[src/rtl/card_win_pkg.sv]
package card_win_pkg;

  localparam int REG_W = 16;

  // Implemented bits of the two control words of a window.
  localparam logic [REG_W-1:0] CTLA_MASK = 16'h7FFF;
  localparam logic [REG_W-1:0] CTLB_MASK = 16'h001F;

  typedef struct packed {
    logic [4:0] len;     // strobe length, cycles minus one
    logic [1:0] dly;     // setup delay, cycles minus one
    logic [1:0] rec;     // recovery, cycles minus one
    logic [1:0] wdly;    // wait sampling delay, cycles minus one
    logic       honour;  // wait line extends the strobe
  } win_tim_t;

  typedef enum logic [2:0] {
    SQ_IDLE,
    SQ_SETUP,
    SQ_STROBE,
    SQ_WDLY,
    SQ_WCHK,
    SQ_RECOV
  } seq_st_t;

  function automatic win_tim_t unpack_tim(input logic [REG_W-1:0] wa,
                                          input logic [REG_W-1:0] wb);
    win_tim_t t;
    t.len    = wa[14:10];
    t.dly    = wa[9:8];
    t.rec    = wb[4:3];
    t.wdly   = wb[2:1];
    t.honour = wb[0];
    return t;
  endfunction

endpackage

[src/rtl/card_win_regs.sv]
module card_win_regs
  import card_win_pkg::*;
#(
  parameter int NWIN   = 3,
  parameter int ADDR_W = 4
) (
  input  logic                       clk,
  input  logic                       rst_n,
  input  logic                       cfg_we,
  input  logic [ADDR_W-1:0]          cfg_addr,
  input  logic [REG_W-1:0]           cfg_wdata,
  output logic [REG_W-1:0]           cfg_rdata,
  output logic [NWIN-1:0][REG_W-1:0] ctl_a,
  output logic [NWIN-1:0][REG_W-1:0] ctl_b
);

  localparam int WIDX_W = ADDR_W - 2;

  logic [WIDX_W-1:0] widx;
  logic              word_b;

  assign widx   = cfg_addr[ADDR_W-1:2];
  assign word_b = cfg_addr[1];

  genvar g;
  generate
    for (g = 0; g < NWIN; g++) begin : g_win
      logic             hit;
      logic             en_a;
      logic             en_b;
      logic [REG_W-1:0] ra_q;
      logic [REG_W-1:0] rb_q;

      assign hit  = cfg_we && (widx == WIDX_W'(g));
      assign en_a = hit && !word_b;
      assign en_b = hit && word_b;

      always_ff @(posedge clk or negedge rst_n) begin
        if (!rst_n) begin
          ra_q <= '0;
        end else if (en_a) begin
          ra_q <= cfg_wdata & CTLA_MASK;
        end
      end

      always_ff @(posedge clk or negedge rst_n) begin
        if (!rst_n) begin
          rb_q <= '0;
        end else if (en_b) begin
          rb_q <= cfg_wdata & CTLB_MASK;
        end
      end

      assign ctl_a[g] = ra_q;
      assign ctl_b[g] = rb_q;
    end
  endgenerate

  always_comb begin
    cfg_rdata = '0;
    for (int i = 0; i < NWIN; i++) begin
      if (widx == WIDX_W'(i)) begin
        cfg_rdata = word_b ? ctl_b[i] : ctl_a[i];
      end
    end
  end

endmodule

[src/rtl/card_win_xlate.sv]
module card_win_xlate
  import card_win_pkg::*;
#(
  parameter int NWIN   = 3,
  parameter int WSEL_W = 2,
  parameter int OFS_W  = 20,
  parameter int PAGE_W = 6
) (
  input  logic [NWIN-1:0][REG_W-1:0] ctl_a,
  input  logic [NWIN-1:0][REG_W-1:0] ctl_b,
  input  logic [WSEL_W-1:0]          host_win,
  input  logic [OFS_W-1:0]           host_ofs,
  output logic                       win_ok,
  output logic [PAGE_W+OFS_W-1:0]    xaddr,
  output logic [1:0]                 xspace,
  output win_tim_t                   xtim
);

  logic [REG_W-1:0] wa;
  logic [REG_W-1:0] wb;

  always_comb begin
    wa     = '0;
    wb     = '0;
    win_ok = 1'b0;
    for (int i = 0; i < NWIN; i++) begin
      if (host_win == WSEL_W'(i)) begin
        wa     = ctl_a[i];
        wb     = ctl_b[i];
        win_ok = 1'b1;
      end
    end
  end

  assign xaddr  = {wa[PAGE_W-1:0], host_ofs};
  assign xspace = wa[7:6];
  assign xtim   = unpack_tim(wa, wb);

endmodule

[src/rtl/card_win_strobe.sv]
module card_win_strobe
  import card_win_pkg::*;
#(
  parameter int CA_W   = 26,
  parameter int DATA_W = 16,
  parameter int TO_CYC = 256
) (
  input  logic              clk,
  input  logic              rst_n,
  input  logic              req,
  input  logic              win_ok,
  input  win_tim_t          tim_in,
  input  logic [CA_W-1:0]   addr_in,
  input  logic [1:0]        space_in,
  input  logic              we_in,
  input  logic [DATA_W-1:0] wdata_in,
  input  logic [DATA_W-1:0] card_rdata,
  input  logic              card_wait_n,
  output logic [CA_W-1:0]   card_addr,
  output logic [1:0]        card_space,
  output logic              card_we,
  output logic [DATA_W-1:0] card_wdata,
  output logic              card_cmd,
  output logic              host_ack,
  output logic              host_timeout,
  output logic [DATA_W-1:0] host_rdata
);

  localparam int CNT_W = $bits(tim_in.len);
  localparam int TC_W  = $clog2(TO_CYC);
  localparam logic [TC_W-1:0] TC_LAST = TC_W'(TO_CYC - 1);

  seq_st_t           st_q, st_n;
  logic [CNT_W-1:0]  cnt_q, cnt_n;
  logic [TC_W-1:0]   tc_q, tc_n;
  win_tim_t          tim_q;
  logic              top_q, top_n;
  logic              ack_n, to_n;
  logic [DATA_W-1:0] rd_n;
  logic              rd_en;
  logic              ld;

  // Access is accepted only from idle; parameters are snapshotted here.
  assign ld = (st_q == SQ_IDLE) && req && win_ok;

  always_comb begin
    st_n  = st_q;
    cnt_n = cnt_q;
    tc_n  = tc_q;
    top_n = top_q;
    ack_n = 1'b0;
    to_n  = 1'b0;
    rd_n  = host_rdata;
    rd_en = 1'b0;
    unique case (st_q)
      SQ_IDLE: begin
        if (req) begin
          if (!win_ok) begin
            ack_n = 1'b1;
            rd_n  = '1;
            rd_en = 1'b1;
          end else begin
            st_n  = SQ_SETUP;
            cnt_n = CNT_W'(tim_in.dly);
            top_n = 1'b0;
          end
        end
      end
      SQ_SETUP: begin
        if (cnt_q == '0) begin
          st_n  = SQ_STROBE;
          cnt_n = tim_q.len;
        end else begin
          cnt_n = cnt_q - 1'b1;
        end
      end
      SQ_STROBE: begin
        if (cnt_q == '0) begin
          if (tim_q.honour) begin
            st_n  = SQ_WDLY;
            cnt_n = CNT_W'(tim_q.wdly);
          end else begin
            st_n  = SQ_RECOV;
            cnt_n = CNT_W'(tim_q.rec);
            rd_n  = card_rdata;
            rd_en = 1'b1;
          end
        end else begin
          cnt_n = cnt_q - 1'b1;
        end
      end
      SQ_WDLY: begin
        if (cnt_q == '0) begin
          st_n = SQ_WCHK;
          tc_n = '0;
        end else begin
          cnt_n = cnt_q - 1'b1;
        end
      end
      SQ_WCHK: begin
        if (card_wait_n) begin
          st_n  = SQ_RECOV;
          cnt_n = CNT_W'(tim_q.rec);
          rd_n  = card_rdata;
          rd_en = 1'b1;
        end else if (tc_q == TC_LAST) begin
          st_n  = SQ_RECOV;
          cnt_n = CNT_W'(tim_q.rec);
          rd_n  = '1;
          rd_en = 1'b1;
          top_n = 1'b1;
        end else begin
          tc_n = tc_q + TC_W'(1);
        end
      end
      SQ_RECOV: begin
        if (cnt_q == '0) begin
          st_n  = SQ_IDLE;
          ack_n = 1'b1;
          to_n  = top_q;
        end else begin
          cnt_n = cnt_q - 1'b1;
        end
      end
      default: st_n = SQ_IDLE;
    endcase
  end

  always_ff @(posedge clk or negedge rst_n) begin
    if (!rst_n) begin
      st_q         <= SQ_IDLE;
      cnt_q        <= '0;
      tc_q         <= '0;
      top_q        <= 1'b0;
      host_ack     <= 1'b0;
      host_timeout <= 1'b0;
    end else begin
      st_q         <= st_n;
      cnt_q        <= cnt_n;
      tc_q         <= tc_n;
      top_q        <= top_n;
      host_ack     <= ack_n;
      host_timeout <= to_n;
    end
  end

  always_ff @(posedge clk or negedge rst_n) begin
    if (!rst_n) begin
      tim_q      <= '0;
      card_addr  <= '0;
      card_space <= '0;
      card_we    <= 1'b0;
      card_wdata <= '0;
    end else if (ld) begin
      tim_q      <= tim_in;
      card_addr  <= addr_in;
      card_space <= space_in;
      card_we    <= we_in;
      card_wdata <= wdata_in;
    end
  end

  always_ff @(posedge clk or negedge rst_n) begin
    if (!rst_n) begin
      host_rdata <= '0;
    end else if (rd_en) begin
      host_rdata <= rd_n;
    end
  end

  assign card_cmd = (st_q == SQ_STROBE) || (st_q == SQ_WDLY) || (st_q == SQ_WCHK);

endmodule

[src/rtl/card_win_seq.sv]
module card_win_seq
  import card_win_pkg::*;
#(
  parameter int NWIN   = 3,
  parameter int OFS_W  = 20,
  parameter int PAGE_W = 6,
  parameter int DATA_W = 16,
  parameter int TO_CYC = 256
) (
  input  logic                       clk,
  input  logic                       rst_n,
  input  logic                       cfg_we,
  input  logic [$clog2(NWIN*4)-1:0]  cfg_addr,
  input  logic [REG_W-1:0]           cfg_wdata,
  output logic [REG_W-1:0]           cfg_rdata,
  input  logic                       host_req,
  input  logic [$clog2(NWIN+1)-1:0]  host_win,
  input  logic [OFS_W-1:0]           host_ofs,
  input  logic                       host_wr,
  input  logic [DATA_W-1:0]          host_wdata,
  output logic                       host_ack,
  output logic [DATA_W-1:0]          host_rdata,
  output logic                       host_timeout,
  output logic [PAGE_W+OFS_W-1:0]    card_addr,
  output logic [1:0]                 card_space,
  output logic                       card_cmd,
  output logic                       card_we,
  output logic [DATA_W-1:0]          card_wdata,
  input  logic [DATA_W-1:0]          card_rdata,
  input  logic                       card_wait_n
);

  localparam int ADDR_W = $clog2(NWIN * 4);
  localparam int WSEL_W = $clog2(NWIN + 1);
  localparam int CA_W   = PAGE_W + OFS_W;

  logic [NWIN-1:0][REG_W-1:0] ctl_a;
  logic [NWIN-1:0][REG_W-1:0] ctl_b;
  logic                       win_ok;
  logic [CA_W-1:0]            xaddr;
  logic [1:0]                 xspace;
  win_tim_t                   xtim;

  card_win_regs #(
    .NWIN   (NWIN),
    .ADDR_W (ADDR_W)
  ) u_regs (
    .clk       (clk),
    .rst_n     (rst_n),
    .cfg_we    (cfg_we),
    .cfg_addr  (cfg_addr),
    .cfg_wdata (cfg_wdata),
    .cfg_rdata (cfg_rdata),
    .ctl_a     (ctl_a),
    .ctl_b     (ctl_b)
  );

  card_win_xlate #(
    .NWIN   (NWIN),
    .WSEL_W (WSEL_W),
    .OFS_W  (OFS_W),
    .PAGE_W (PAGE_W)
  ) u_xlate (
    .ctl_a    (ctl_a),
    .ctl_b    (ctl_b),
    .host_win (host_win),
    .host_ofs (host_ofs),
    .win_ok   (win_ok),
    .xaddr    (xaddr),
    .xspace   (xspace),
    .xtim     (xtim)
  );

  card_win_strobe #(
    .CA_W   (CA_W),
    .DATA_W (DATA_W),
    .TO_CYC (TO_CYC)
  ) u_seq (
    .clk          (clk),
    .rst_n        (rst_n),
    .req          (host_req),
    .win_ok       (win_ok),
    .tim_in       (xtim),
    .addr_in      (xaddr),
    .space_in     (xspace),
    .we_in        (host_wr),
    .wdata_in     (host_wdata),
    .card_rdata   (card_rdata),
    .card_wait_n  (card_wait_n),
    .card_addr    (card_addr),
    .card_space   (card_space),
    .card_we      (card_we),
    .card_wdata   (card_wdata),
    .card_cmd     (card_cmd),
    .host_ack     (host_ack),
    .host_timeout (host_timeout),
    .host_rdata   (host_rdata)
  );

endmodule

[config.mk]
export PLATFORM = sky130hd
export DESIGN_NAME = card_win_seq
export DESIGN_NICKNAME = d
export VERILOG_FILES = /design/src/rtl/card_win_pkg.sv /design/src/rtl/card_win_regs.sv /design/src/rtl/card_win_xlate.sv /design/src/rtl/card_win_strobe.sv /design/src/rtl/card_win_seq.sv
export SDC_FILE = /design/constraint.sdc
export NUM_CORES = 1
export LEC_CHECK = 0
export BUFFER_PORTS_ARGS = -buffer_cell sky130_fd_sc_hd__buf_2
export CAP_MARGIN = 20
export CORE_ASPECT_RATIO = 0.5
export CORE_UTILIZATION = 54
export CTS_CLUSTER_DIAMETER = 120
export CTS_CLUSTER_SIZE = 30
export DETAILED_ROUTE_END_ITERATION = 6
export GPL_ROUTABILITY_DRIVEN = 0
export PLACE_DENSITY = 0.87
export SYNTH_ARGS = -nofsm -noshare
export SYNTH_HDL_FRONTEND = slang
export SYNTH_SLANG_ARGS = --single-unit
[constraint.sdc]
create_clock -name clk -period 3.02 [get_ports clk]
set_clock_uncertainty 0.15 [all_clocks]
set_input_delay 0 -clock clk [delete_from_list [all_inputs] [get_ports clk]]
set_output_delay 0 -clock clk [all_outputs]
set_load 0.01 [all_outputs]
* After elaboration in Yosys (flattened, before gate mapping)
Index checks and enable logic that the tools add are counted.
** Storage, ports and cells
- Output and inout bits :: 80
- Logic and storage cells :: 135
- Input port bits :: 80
- Register bits after elaboration :: 150
** Cells by class
- Mux-type cells :: 61
- Reductions and logical operators :: 28
- Equality and inequality tests :: 23
- Add/subtract/negate cells :: 2
** Operators by type and width (number)
- 16-bit 2-to-1 mux :: 8
- 15-bit 2-to-1 mux :: 7
- 5-bit 2-to-1 mux :: 10
- 16-bit one-hot mux with 3 select lines :: 1
- 3-bit 2-to-1 mux :: 9
- 5-bit one-hot mux with 5 select lines :: 1
- 8-bit 2-to-1 mux :: 3
- 3-bit one-hot mux with 6 select lines :: 1
- 1-bit 2-to-1 mux :: 16
- 8-bit one-hot mux with 2 select lines :: 1
- 7-bit AND reduction :: 2
- 2-bit by 1-bit inequality test with 1-bit output, second input constant :: 6
- 2-bit inequality test, second input constant :: 6
- 1-bit logical AND :: 11
- 5-bit AND reduction :: 2
- 8-bit by 1-bit adder with 8-bit output, second input constant :: 1
- 8-bit == test, second input constant :: 1
- 3-bit by 2-bit == test with 1-bit output, second input constant :: 2
- 3-bit == test, second input constant :: 2
- 5-bit logical NOT :: 1
- 5-bit nonzero test :: 1
- 5-bit by 1-bit subtractor with 5-bit output, second input constant :: 1
- 2-bit by 1-bit == test with 1-bit output, second input constant :: 2
- 2-bit == test, second input constant :: 2
- 13 further kinds :: 17

* Depth between registers and ports, before layout
Gate-level depths: netlist (run 1).
- Depth in word-level cells :: 8
- Mapped depth :: 9
- Mapped depth without buffers :: 7

* Cells and area by module
A second synthesis (run 1) with hierarchy kept.
** Unflattened totals
- Cells, all modules :: 665
- Area, all modules :: 7653.6 um^2
** By module, submodules not included
- card_win_strobe :: sequential area each 2252.2 um^2, times used 1, area an instance 3928.8 um^2, cells each 348
- card_win_regs :: sequential area each 1501.4 um^2, times used 1, area an instance 3113.0 um^2, cells each 248
- card_win_xlate :: sequential area each 0.0 um^2, times used 1, area an instance 611.8 um^2, cells each 69

* Least setup slack after synthesis (run 1)
Ideal clock, no wire load.
- Kind :: register to register
- Start point :: register u_seq.cnt_q[0]
- End point :: register u_seq.host_rdata[10]
- Path slack :: 633 ps
- Arrival :: 2111 ps
- Cell stages (with the launch flop) :: 9
- Period minus slack after synthesis :: 2387 ps
- Cell sequence :: dfrtp_1 > inv_1 > ha_1 > or4b_4 > buf_6 > or4_1 > o211ai_2 > buf_2 > a21oi_1
** Between the ends
- Cells in the longest elaborated chain, start to end :: 4
- Elaborated cells between the ends (all ways) :: 5
- Classes of those cells :: 1 x eq/ne; 2 x mux; 2 x reduce/logical
** RTL lines
- start, declared :: RTL line card_win_strobe.sv:34 : logic [CNT_W-1:0] cnt_q, cnt_n;
- start signal, assigned :: RTL line card_win_strobe.sv:139 : cnt_q <= cnt_n;
- 5-bit logical NOT (*) :: RTL line card_win_strobe.sv:78 : if (cnt_q == '0) begin
- 1-bit 2-to-1 mux :: RTL line card_win_strobe.sv:78
- 1-bit one-hot mux with 3 select lines :: RTL line card_win_strobe.sv:55 : unique case (st_q)
- 7-bit AND reduction (no line) (*)
- end signal, assigned :: RTL line card_win_strobe.sv:167 : host_rdata <= rd_n;
- end, declared :: RTL line card_win_strobe.sv:26 : output logic [DATA_W-1:0] host_rdata
Every way passes the cells marked *; elsewhere a longest branch is shown, timed or not.
A chain may end at the register's enable or synchronous reset.

* Worst setup path after layout (run 1)
- Start point :: register u_seq.cnt_q[0]
- End point :: register u_seq.tc_q[7]
** Between the ends
- Cells in the longest elaborated chain, start to end :: 3
** RTL lines
- 5-bit logical NOT :: RTL line card_win_strobe.sv:93 : if (cnt_q == '0) begin
- 2-bit by 1-bit inequality test with 1-bit output (no line)
- 4-bit AND reduction (no line)
- end signal, assigned :: RTL line card_win_strobe.sv:140 : tc_q <= tc_n;
- end, declared :: RTL line card_win_strobe.sv:35 : logic [TC_W-1:0] tc_q, tc_n;
No other way between the ends.

==> run metrics, run 1 <==
top cell type's share of synthesized area=53.6%; final setup violation count=0; Seq/Total Area, Yosys=53.6%; TNS Setup=0 ns; min cycle time layout=2.62 ns; startpoint types=flop; Util after Layout=75.5%; Fill cells=734; outcome=completed; CTS tree=yes; WL per Instance=18.4 um; Synth Instances=629; Syn Nets=711; Longest Clk Path Bufs=2; reg2reg end=u_seq.tc_q[7]; RSZ-0062 raised after global routing=no; Max Transition Viols Final=0; CP endpoint kind=flop; Max VDD drop=441 uV; DR vias/cell=5.75; largest net degree at the start of global routing=77; top cells by area, synth=dfrtp_1 54%, mux2_2 16%, mux2i_1 5.4%, nor2_1 4.8%, a21oi_1 4.5%; crit path launch=u_seq.cnt_q[0]; Async S/R FF share, synth=100%; DP Worst Slack=0.356 ns; Top-Level Pins=160; synth unique cells=56; cts repair resizes=0; vias=5927; gr usage total=28.9%; WP data arrival=2.82 ns; max cap viols=0; Post-synth top cells=150 x dfrtp_1, 98 x mux2_2, 89 x nor2_1; maximum clock rate=0.382 GHz; Area Growth Syn to Fin=31.9%; Ant. Diodes=0; Post-Syn Area=7000 um2; postcts setup bufs=0; count leader, synth=dfrtp_1; Max H-tree Level=4; Synth Warn #=0; initial antenna violation count=0; dpl cells=927; worst-skew pair later-pin latency=0.42 ns; CTS Root Cell=clkbuf_16; min-delay worst type=primary input to async pin; Static Leak=0.00426 uW; Post-synth EDFFs=0; Iter 0 DRT Violations=489; Critical Path End=u_seq.tc_q[7]; total power=7710 uW; Final Hold Fails=0; Main synth FF type=dfrtp_1; Tcrit/Tclk final=86.7%; Routed Antenna Nets=0; die footprint=13500 um2; Slew @ Worst Pin=0.789 ns; first-pass GRT wire length=29.4 mm; grt ovf=0; nets@finish=935; Reg-to-Reg Start=u_seq.cnt_q[0]; Reg2Reg Depth=7; layout cells sized above 1=36.4%; number of clock sinks=150; Reg clk slew, reported paths=0.06 ns; placed wire-length estimate=11.0 mm; WS Path Type=flop to flop; Multi-input gate area=3050 um2; Worst Path Max Fanout=12; Die Ht=82.5 um; FF-to-FF setup slack=0.40 ns; Seq. cell area=3750 um2; Post-Syn Area per Cell=11.1 um2; Critical Path RT=3.22 ns; core area=12200 um2; TritonCTS Buffers=17; number of global-route vias before repair=5909; drt pass-1 iters=5; Worst Setup Slack, final=0.400 ns; number of port buffers=156; chip width=163 um; Post-route DRC=0; final wirelength=19.0 mm; Worst slew margin=47.3%; pwr/cell area=835 nW/um2; post-synth top area cell=dfrtp_1; Finished Layout Cells=1031; synthesized flop and latch total=150; Initial Util=57.3%; row cnt=28
[worst min path at each step]
stage          slack [ns]        start                 endpoint
2_1_floorplan       -0.45        rst_n  u_regs.g_win[0].ra_q[0]
3_3_place_gp        -0.08        rst_n  u_regs.g_win[0].ra_q[2]
3_5_place_dp        -0.08        rst_n  u_regs.g_win[0].ra_q[2]
4_1_cts              0.01  host_win[1]           u_seq.host_ack
5_1_grt              0.04       cfg_we  u_regs.g_win[1].ra_q[1]
6_report            0.008        rst_n  u_regs.g_win[0].ra_q[2]
[state kept, by name, indices dropped and copies added (netlist names)]
signal and cells:
u_regs.g_win.ra_q 45, u_seq.card_addr 26, u_seq.card_wdata 16, u_seq.host_rdata 16, u_regs.g_win.rb_q 15, u_seq.tim_q 10
u_seq.tc_q 8, u_seq.cnt_q 5, u_seq.st_q 3, u_seq.card_space 2, u_seq.card_we 1, u_seq.host_ack 1
u_seq.host_timeout 1, u_seq.top_q 1
[routing by layer]
metal / share of wire [%] / track usage, %
met5: 0 / 0
met4: 3.0 / 14.7
met3: 6.8 / 6.89
met2: 51 / 50.9
met1: 39 / 33.9
[report_power, final]
| group | leakage [uW] | internal [uW] | switching [uW] |
|---|---|---|---|
| sequential | 0.00179 | 2690 | 508 |
| clock | 0.000262 | 1150 | 907 |
| combinational | 0.00221 | 1180 | 1280 |
| total | 0.00426 | 5020 | 2690 |
[cell families (layout without fill, tap and decap cells)]
logic type               Yosys count  in the layout  share of synthesized area, %
multiplexers                     137            137                          21.5
flip-flops                       150            150                          53.6
AO/OA/AOI/OAI                    121            121                          9.96
buffers and inverters             44            281                          2.88
AND/OR/NAND/NOR                  173            173                          11.5
XOR/XNOR                           1              1                         0.125
other                              1              1                        0.0536
adder cells (fa/ha/maj)            2              2                         0.357
[placed cells by master (no fill, tap or decap), drive strengths merged, types with 4 or more instances in the layout]
master,n
nor3,6
nand2,37
inv,11
buf,173
o21ai,32
mux2i,38
o211ai,5
mux2,98
or3,4
nand3,6
dfrtp,150
a21oi,63
a211oi,4
nand2b,4
nor4,4
clkbuf,18
clkinvlp,5
dlygate4sd3,71
nor2,89
nor2b,4
[stage by stage]
stage	hold slack [ns]	area [um2]
final	0.00792	9240
after global routing	0.0406	9240
after CTS	0.0107	9220
after detailed placement	-0.0774	7940
after global placement	-0.0840	7940
after floorplan	-0.446	7000
[area by class of cell]
| class | count | share of cell area, % |
|---|---|---|
| clock inverters | 14 | 1.52 |
| clock buffers | 18 | 4.65 |
| flip-flops and latches | 150 | 40.6 |
| well taps | 165 | 2.24 |
| repair buffers | 244 | 17.7 |
| inverters | 5 | 0.203 |
| multi-input cells | 435 | 33.1 |
[worst max-delay path, stage by stage, from the launching register on]
cell and delay, ns:
dfrtp_1 0.41, inv_1 0.07, ha_1 0.19, or4b_4 0.55
nor3_4 0.33, o2bb2ai_2 0.20, or4_1 0.50, a21oi_1 0.15
[timing repair]
action,4_1_cts,5_1_grt
endpoints found under the hold margin,191,0
setup endpoints to repair,0,0
hold buffers,71,0
Power figures use the tool's default switching activity.
==> inputs of run 2 (changes only) <==
Clock period 3.02 ns to 3.24 ns, I/O delays scaled along.
==> run 2 against run 1 <==
Effect of this change:
- sequential power shrank 6.9%
- global-route usage shrank 1.2 points
- critical path depth is the same
- die area is the same
- sequential cell count is the same
- final cell count is essentially flat
- maximum frequency shrank 0.85%
- design area grew 1.0%
- utilization grew 0.76 points
- critical path type unchanged
- critical endpoint unchanged
- highest routed layer unchanged
==> run metrics, run 2 (same netlist as run 1, synthesis figures left out) <==
outcome=completed; final setup violation count=0 (unchanged); WL per Instance=18.0 um (-2.4%); slowest CP cell=or4b_4; Top-Level Pins=160 (unchanged); core area=12200 um2 (unchanged); number of global-route vias before repair=5795 (-1.9%); Worst slew margin=45.0% (-2.3 points); CTS tree=yes; Worst Path Max Fanout=12 (unchanged); drt pass-1 iters=7 (+2); chip width=163 um (unchanged); Post-route DRC=0 (unchanged); CP endpoint kind=flop; CTS Root Cell=clkbuf_16; largest net degree at the start of global routing=87 (+13%); fin area=9330 um2 (+1.0%); Initial Util=57.3% (unchanged); Tcrit/Tclk final=81.5% (-5.2 points); WS Path Type=flop to flop; Routed Antenna Nets=0 (unchanged); vias=5873 (-0.91%); Reg clk slew, reported paths=0.06 ns (about the same); max cap viols=0 (unchanged); number of port buffers=156 (unchanged); number of clock sinks=150 (unchanged); Top reg by flops=u_regs.g_win.ra_q; first-pass GRT wire length=28.3 mm (-3.5%); worst-skew pair later-pin latency=0.42 ns (about the same); WHS=0.0510 ns (+0.0431 ns); Longest Clk Path Bufs=2 (unchanged); Fill cells=727 (-0.95%); Max VDD drop=491 uV (+12%); die footprint=13500 um2 (unchanged); placed wire-length estimate=11.0 mm (about the same); Critical Path RT=3.43 ns (+0.21 ns); WP data arrival=2.83 ns (about the same); row cnt=28 (unchanged); DR vias/cell=5.70 (-0.81%); maximum clock rate=0.379 GHz (-0.85%); pwr/cell area=797 nW/um2 (-4.5%); Slew @ Worst Pin=0.823 ns (+0.0344 ns); Area Growth Syn to Fin=33.2%; most frequent cells in the layout=155 x buf_2, 150 x dfrtp_1, 98 x mux2_2; cts repair resizes=0 (unchanged); min-delay worst type=primary input to async pin; startpoint types=flop; initial antenna violation count=0 (unchanged); Top Registers=u_regs.g_win.ra_q: 45 flops, u_seq.card_addr: 26 flops; min cycle time layout=2.64 ns (+0.0224 ns); Ant. Diodes=0 (unchanged); postcts setup bufs=0 (unchanged); TNS Setup=0 ns (unchanged); RSZ-0062 raised after global routing=no; Iter 0 DRT Violations=430 (-12%); commonest non-fill, non-tap cell in the layout=buf_2; TritonCTS Buffers=17 (unchanged); crit path cell chain=inv_1 > ha_1 > or4b_4 > nor3_4 > o2bb2ai_2 > or4_1 > a21oi_1; grt ovf=0 (unchanged); max reg flops=45 (unchanged); Static Leak=0.00432 uW (+1.4%); Post-Place Cell Area=7950 um2 (+0.16%); gr usage total=27.8% (-1.2 points); Die Ht=82.5 um (unchanged); Max H-tree Level=4 (unchanged); Max Transition Viols Final=0 (unchanged); final wirelength=18.5 mm (-2.5%); nets@finish=935 (unchanged); Final Hold Fails=0 (unchanged); CP max stage delay=0.55 ns (about the same); layout cells sized above 1=36.4% (+0.042 points)
-- run 2: cell count changes in the layout (fill, tap and decap cells not counted) --
cell / previous run / this run
inv_8: 1 / 0
inv_6: 5 / 3
clkbuf_1: 1 / 0
bufinv_16: 1 / 5
buf_12: 0 / 1
buf_4: 16 / 15
clkinv_2: 0 / 1
clkinv_4: 2 / 4
clkinvlp_4: 5 / 1
-- run 2: final timing paths --
| check | startpoint | endpoint | slack (ns) | cells past startpoint |
|---|---|---|---|---|
| setup / recovery | u_seq.cnt_q[0] | u_seq.tc_q[7] | 0.60 | 7 |
| hold / removal | rst_n | u_seq.card_addr[20] | 0.05 | 2 |
| setup reg to reg | u_seq.cnt_q[0] | u_seq.tc_q[7] | 0.60 | 7 |
| hold reg to reg | u_seq.card_addr[24] | u_seq.card_addr[24] | 0.33 | 2 |
| max in group asynchronous | rst_n | u_seq.card_addr[25] | 2.06 | 3 |
| min in group clk | host_win[1] | u_seq.host_ack | 0.05 | 3 |
-- run 2: area by class of cell --
type / instances / area (um2) / share of cell area [%]
Tap cell: 165 / 206 / 2.21
Inverter: 5 / 18.8 / 0.201
Timing Repair Buffer: 244 / 1650 / 17.6
Sequential cell: 150 / 3750 / 40.2
Clock buffer: 17 / 425 / 4.56
Multi-Input combinational cell: 435 / 3050 / 32.7
Clock inverter: 14 / 224 / 2.40
-- run 2: worst max-delay path: cells and delay by family (launching register included) --
kind	cells	cell delay, ns
compound gates	2	0.37
flops	1	0.42
buf+inv	1	0.07
fa+ha+maj	1	0.17
simple gates	3	1.38
-- run 2: per-layer routing --
metal	GRT usage (%)	part of all wire, %	vias to the layer above
met5	0	0	-
met4	13.3	2.2	0
met3	5.84	5.6	42
met2	49.9	51	253
met1	32.6	41	2893
li1	-	-	2685
-- run 2: repair_timing --
item	CTS	global route
hold endpoints to repair	201	0
hold buffers	71	0
endpoints found under the setup margin	0	0
-- run 2: through the flow --
step | std cells | util [%] | setup slack, ns | power, uW
CTS | 1029 | 76.2 | 0.557 | 7380
finish | 1030 | 76.3 | 0.598 | 7430
floorplan | 629 | - | 0.853 | 4320
detailed placement | 927 | 65.0 | 0.567 | 5110
global route | 1030 | 76.3 | 0.409 | 7820
global placement | 927 | 65.0 | 0.668 | 4980
-- run 2: power by group --
| part | switching [uW] | total [uW] | internal, uW |
|---|---|---|---|
| Clock | 808 | 2180 | 1370 |
| Combinational | 1170 | 2270 | 1100 |
| Sequential | 476 | 2980 | 2510 |
